### src/rtl/sem_pkg.sv
package sem_pkg;
  localparam int unsigned DATA_W = 32;
  localparam int unsigned KEY_W  = 16;
  localparam int unsigned CODE_W = 2;
  localparam int unsigned NUM_MST = 2;

  typedef enum logic [CODE_W-1:0] {
    OWN_NONE = 2'd0,
    OWN_B    = 2'd1,
    OWN_A    = 2'd2,
    OWN_BAD  = 2'd3
  } owner_e;

  typedef struct packed {
    logic claim;
    logic rel;
  } req_t;
endpackage

### src/rtl/sem_req_decode.sv
module sem_req_decode
  import sem_pkg::*;
#(
  parameter int unsigned            DW      = DATA_W,
  parameter int unsigned            KW      = KEY_W,
  parameter logic [KEY_W-1:0]       KEY     = 16'h5A5A,
  parameter logic [CODE_W-1:0]      MY_CODE = 2'd2
) (
  input  logic          wr_i,
  input  logic [DW-1:0] wdata_i,
  output req_t          req_o
);
  logic              key_ok;
  logic [CODE_W-1:0] field;

  assign key_ok = (wdata_i[DW-1 -: KW] == KW'(KEY));
  assign field  = wdata_i[CODE_W-1:0];

  // other-master codes and code 3 fall through as no request
  assign req_o.claim = wr_i && key_ok && (field == MY_CODE);
  assign req_o.rel   = wr_i && key_ok && (field == CODE_W'(0));
endmodule

### src/rtl/sem_arbiter.sv
module sem_arbiter
  import sem_pkg::*;
(
  input  owner_e owner_q_i,
  input  req_t   req_a_i,
  input  req_t   req_b_i,
  output owner_e owner_d_o
);
  always_comb begin
    owner_d_o = owner_q_i;
    unique case (owner_q_i)
      OWN_NONE: begin
        if (req_a_i.claim)      owner_d_o = OWN_A;  // A wins a tie
        else if (req_b_i.claim) owner_d_o = OWN_B;
      end
      OWN_A:   if (req_a_i.rel) owner_d_o = OWN_NONE;
      OWN_B:   if (req_b_i.rel) owner_d_o = OWN_NONE;
      default: owner_d_o = OWN_NONE;
    endcase
  end
endmodule

### src/rtl/sem_owner_reg.sv
module sem_owner_reg
  import sem_pkg::*;
(
  input  logic   clk_i,
  input  logic   rst_ni,
  input  owner_e owner_d_i,
  input  req_t   req_a_i,
  input  req_t   req_b_i,
  output owner_e owner_q_o
);
  always_ff @(posedge clk_i or negedge rst_ni) begin
    if (!rst_ni) owner_q_o <= OWN_NONE;
    else         owner_q_o <= owner_d_i;
  end

  assert_code_legal_R7: assert property (@(posedge clk_i) disable iff (!rst_ni)
    owner_q_o != OWN_BAD);

  assert_idle_hold_R2: assert property (@(posedge clk_i) disable iff (!rst_ni)
    !(req_a_i.claim || req_a_i.rel || req_b_i.claim || req_b_i.rel)
    |=> $stable(owner_q_o));

  assert_a_kept_R4: assert property (@(posedge clk_i) disable iff (!rst_ni)
    (owner_q_o == OWN_A && !req_a_i.rel) |=> owner_q_o == OWN_A);

  assert_b_kept_R6: assert property (@(posedge clk_i) disable iff (!rst_ni)
    (owner_q_o == OWN_B && !req_b_i.rel) |=> owner_q_o == OWN_B);

  assert_release_R5: assert property (@(posedge clk_i) disable iff (!rst_ni)
    (owner_q_o == OWN_A && req_a_i.rel) |=> owner_q_o == OWN_NONE);

  assert_tie_a_R8: assert property (@(posedge clk_i) disable iff (!rst_ni)
    (owner_q_o == OWN_NONE && req_a_i.claim) |=> owner_q_o == OWN_A);

  assert_claim_b_R3: assert property (@(posedge clk_i) disable iff (!rst_ni)
    (owner_q_o == OWN_NONE && req_b_i.claim && !req_a_i.claim) |=> owner_q_o == OWN_B);
endmodule

### src/rtl/keyed_owner_sem.sv
module keyed_owner_sem
  import sem_pkg::*;
#(
  parameter logic [KEY_W-1:0] KEY = 16'h5A5A
) (
  input  logic              clk_i,
  input  logic              rst_ni,
  input  logic              wr_a_i,
  input  logic [DATA_W-1:0] wdata_a_i,
  input  logic              wr_b_i,
  input  logic [DATA_W-1:0] wdata_b_i,
  output logic [DATA_W-1:0] rdata_o
);
  localparam int unsigned PAD_W = DATA_W - CODE_W;

  logic              wr   [NUM_MST];
  logic [DATA_W-1:0] wdata[NUM_MST];
  req_t              req  [NUM_MST];
  owner_e            owner_q, owner_d;

  assign wr[0]    = wr_a_i;
  assign wdata[0] = wdata_a_i;
  assign wr[1]    = wr_b_i;
  assign wdata[1] = wdata_b_i;

  // index 0 is master A (code 2), index 1 is master B (code 1)
  for (genvar m = 0; m < NUM_MST; m++) begin : g_dec
    sem_req_decode #(
      .DW     (DATA_W),
      .KW     (KEY_W),
      .KEY    (KEY),
      .MY_CODE(CODE_W'(NUM_MST - m))
    ) u_dec (
      .wr_i   (wr[m]),
      .wdata_i(wdata[m]),
      .req_o  (req[m])
    );
  end

  sem_arbiter u_arb (
    .owner_q_i(owner_q),
    .req_a_i  (req[0]),
    .req_b_i  (req[1]),
    .owner_d_o(owner_d)
  );

  sem_owner_reg u_reg (
    .clk_i    (clk_i),
    .rst_ni   (rst_ni),
    .owner_d_i(owner_d),
    .req_a_i  (req[0]),
    .req_b_i  (req[1]),
    .owner_q_o(owner_q)
  );

  assign rdata_o = {PAD_W'(0), owner_q};
endmodule

### config.mk
export PLATFORM = sky130hd
export DESIGN_NAME = keyed_owner_sem
export DESIGN_NICKNAME = d
export VERILOG_FILES = /design/src/rtl/sem_pkg.sv /design/src/rtl/sem_req_decode.sv /design/src/rtl/sem_arbiter.sv /design/src/rtl/sem_owner_reg.sv /design/src/rtl/keyed_owner_sem.sv
export SDC_FILE = /design/constraint.sdc
export NUM_CORES = 1
export LEC_CHECK = 0
export ABC_CLOCK_PERIOD_IN_PS = 800
export BUFFER_PORTS_ARGS = -buffer_cell sky130_fd_sc_hd__buf_4
export CAP_MARGIN = 20
export CORE_MARGIN = 3
export CORE_UTILIZATION = 22
export DETAILED_ROUTE_END_ITERATION = 10
export GPL_ROUTABILITY_DRIVEN = 0
export PLACE_DENSITY_LB_ADDON = 0.08
export SETUP_SLACK_MARGIN = 0.1
export SLEW_MARGIN = 40
export SYNTH_ARGS = -nofsm -noshare
export SYNTH_HDL_FRONTEND = slang
export SYNTH_SLANG_ARGS = --single-unit
### constraint.sdc
create_clock -name clk_i -period 0.8 [get_ports clk_i]
set_input_delay 0.04 -clock clk_i [delete_from_list [all_inputs] [get_ports clk_i]]
set_output_delay 0.04 -clock clk_i [all_outputs]
set_load 0.01 [all_outputs]
==> impl_metrics.py <==
metrics = {
    "cells_and_area": {
        "largest-register": "u_reg.owner_q_o",
        "area_growth_pct": 68.1,
        "finalNetCount": 169,
        "drive_gt1_share_pct": 48.5,
        "antenna_cells": 0,
        "layout_commonest_cell": "buf_4",
        "final_cell_mix": "37 x buf_4, 30 x conb_1, 5 x buf_6",
        "reg_top3": "u_reg.owner_q_o x2",
        "largest_register_ffs": 2,
    },
    "worst_setup_path": {
        "cp_slowest_cell": "or3_4",
        "cp_top_family": "simple AND/OR/NAND/NOR gates",
        "cp_cell_sequence": "buf_6 -> and4bb_1 -> nand4b_1 -> or3_4 -> a21oi_2",
        "cp_slowest_stage_delay_ns": 0.39,
        "r2r_end": "u_reg.owner_q_o[0]$_DFFE_PN0P_",
        "ff2ff_path_depth": 2,
        "start_kind": "input port",
        "critPathKind": "in2reg",
        "path_buf_inv": 1,
        "arrival_ns": 1.01,
        "cp_max_fo": 3,
        "r2r-start": "u_reg.owner_q_o[1]$_DFFE_PN0P_",
        "cp.required_ns": 0.95,
        "cp-end-kind": "register",
        "reg2reg_slack_ns": 0.01,
    },
    "cts": {
        "htreeDepth": 1,
        "cts_buffer_depth": 2,
        "cts_tree": "yes",
        "cts_made_buffers": 3,
        "cts.sinks": 2,
        "clk_latency_ns": 0.22,
        "cts.clk_slew.worst_paths_ns": 0.03,
        "clockRootBuffer": "clkbuf_4",
    },
    "place": {
        "dp_slack_ns": -0.325,
        "io_buffers": 41,
        "dpl.hpwl_um": 944,
    },
    "timing": {
        "hold-worst-slack_ns": 0.134,
        "tns_ns": -0.0995,
        "fin_skew_ns": 0.00102,
        "finalSetupViolCount": 3,
        "post-route-min-period_ns": 0.856,
        "fmax_ghz": 1.17,
        "rsz0062_at_grt": "true",
        "hold_viol": 0,
        "maxSlewViolCount": 0,
        "final.setup.worst_slack_ns": -0.0564,
        "min_period_over_period_pct": 107,
    },
    "power_and_ir_drop": {
        "power.leakage_nw": 0.398,
        "p_total_uw": 565,
        "powerDensity_nw_per_um2": 772,
        "ir_drop_mv": 0.313,
    },
    "global_routing": {
        "first_global_vias": 412,
        "grt_usage_pct": 8.45,
        "top_usage_layer": "met2",
        "gr-total-overflow": 0,
        "grtUsageMet3_pct": 5.64,
        "met1_usage_pct": 7.32,
        "grt_pass1_wl_um": 1600,
        "grt_util_met2_pct": 14.8,
        "grt_max_degree": 4,
        "grt_antenna_before_repair": 0,
    },
    "synthesis": {
        "ys_seq_area_share_pct": 11.5,
        "avgSynthCellArea_um2": 8.06,
        "synth_seq_cells": 2,
        "synth-warning-count": 0,
        "synth_area_um2": 435,
        "synth_area_leaders": "buf_4 52%, dfrtp_1 11%, nand4bb_1 7.8%",
        "synthCells": 54,
        "synth.top_cell.area_share_pct": 51.7,
        "synth.largest_area_cell": "buf_4",
        "synth.distinct_cells": 18,
    },
    "flow_run": {
        "cap_violations": 0,
    },
    "floorplan": {
        "core_area_um2": 1800,
        "start_util_pct": 24.2,
        "fp-row-count": 15,
        "die_w_um": 50.5,
        "die_y_um": 50.5,
        "design.die.area_um2": 2550,
        "ios": 100,
    },
    "worst_hold_path": {
        "min_path_cells": 4,
        "min_from": "wdata_b_i[24]",
        "hold_end": "u_reg.owner_q_o[0]$_DFFE_PN0P_",
        "hp-class": "in2reg",
    },
    "route": {
        "drt-total-wl_um": 1130,
        "vias_per_cell": 3.58,
        "drt_first_pass_iters": 1,
        "drt_iter0_drc": 0,
        "ant_nets": 0,
        "wl_per_cell_um": 9.12,
        "post-route-drc-count": 0,
        "num_vias": 444,
    },
    "run_status": {
        "outcome": "finished, violations left",
        "violations": "setup timing",
    },
}
==> synthesized netlist by cell type (all sizes together) <==
cell type  count
buf           30
inv            3
nand4bb        3
dfrtp          2
nand4b         2
nor3           2
a21boi         1
a21oi          1
a31oi          1
and4b          1
and4bb         1
conb           1
nand2          1
nor4b          1
nor4bb         1
o21ai          1
o311ai         1
or3            1
==> repair_timing <==
action                                  CTS  global route
buffers inserted                          1             0
endpoints found under the hold margin     2             0
endpoints found under the setup margin    4             4
pin swaps                                 4             2
hold buffers                              1             0
resized for setup                         4             4
==> worst reg2reg max path, cell delays in order, from the launching register on <==
cell and delay (ns):
dfrtp_1 0.40, a31oi_1 0.14, a21boi_1 0.18
==> final cells by class <==
cell class,count,area (um2)
Fill cell,189,1070
Timing Repair Buffer,43,344
Multi-Input combinational cell,48,273
Sequential cell,2,50.0
Tap cell,25,31.3
Clock buffer,3,22.5
Inverter,3,11.3
==> how the worst max path moves through the flow <==
stage               slack [ns]     startpoint                             end  cells after the start
floorplan                -0.14  wdata_a_i[26]  u_reg.owner_q_o[1]$_DFFE_PN0P_                      4
global placement         -0.30   wdata_a_i[0]  u_reg.owner_q_o[0]$_DFFE_PN0P_                      5
detailed placement       -0.32  wdata_a_i[26]  u_reg.owner_q_o[1]$_DFFE_PN0P_                      5
CTS                      -0.08  wdata_a_i[24]  u_reg.owner_q_o[1]$_DFFE_PN0P_                      5
global route             -0.12  wdata_a_i[21]  u_reg.owner_q_o[0]$_DFFE_PN0P_                      5
finish                   -0.06  wdata_a_i[24]  u_reg.owner_q_o[1]$_DFFE_PN0P_                      5
==> per-stage QoR <==
| step | utilization (%) | cells | instance area (um2) |
|---|---|---|---|
| finish | 40.6 | 124 | 732 |
| CTS | 39.6 | 124 | 713 |
| global placement | 36.5 | 119 | 658 |
| floorplan | - | 83 | 544 |
| detailed placement | 36.5 | 119 | 658 |
| global route | 40.6 | 124 | 732 |
==> report_power, final <==
part	switching [mW]	total (mW)	leakage, nW	internal [mW]
clock network	0.0603	0.226	0.0138	0.166
logic	0.0945	0.237	0.362	0.143
registers	0.00000664	0.102	0.0227	0.102
==> per-layer routing <==
metal	routed length [um]	up-vias
met5	0	-
met4	0	0
met1	294	186
met2	606	41
met3	230	0
li1	-	217
==> kinds of logic after synthesis <==
family	after synthesis	share of synthesized area (%)
flops	2	11.5
simple gates	13	25.9
buf+inv	33	54.3
compound gates	5	7.47
other cells	1	0.861
Note: power is estimated with default switching activity, not from simulation.
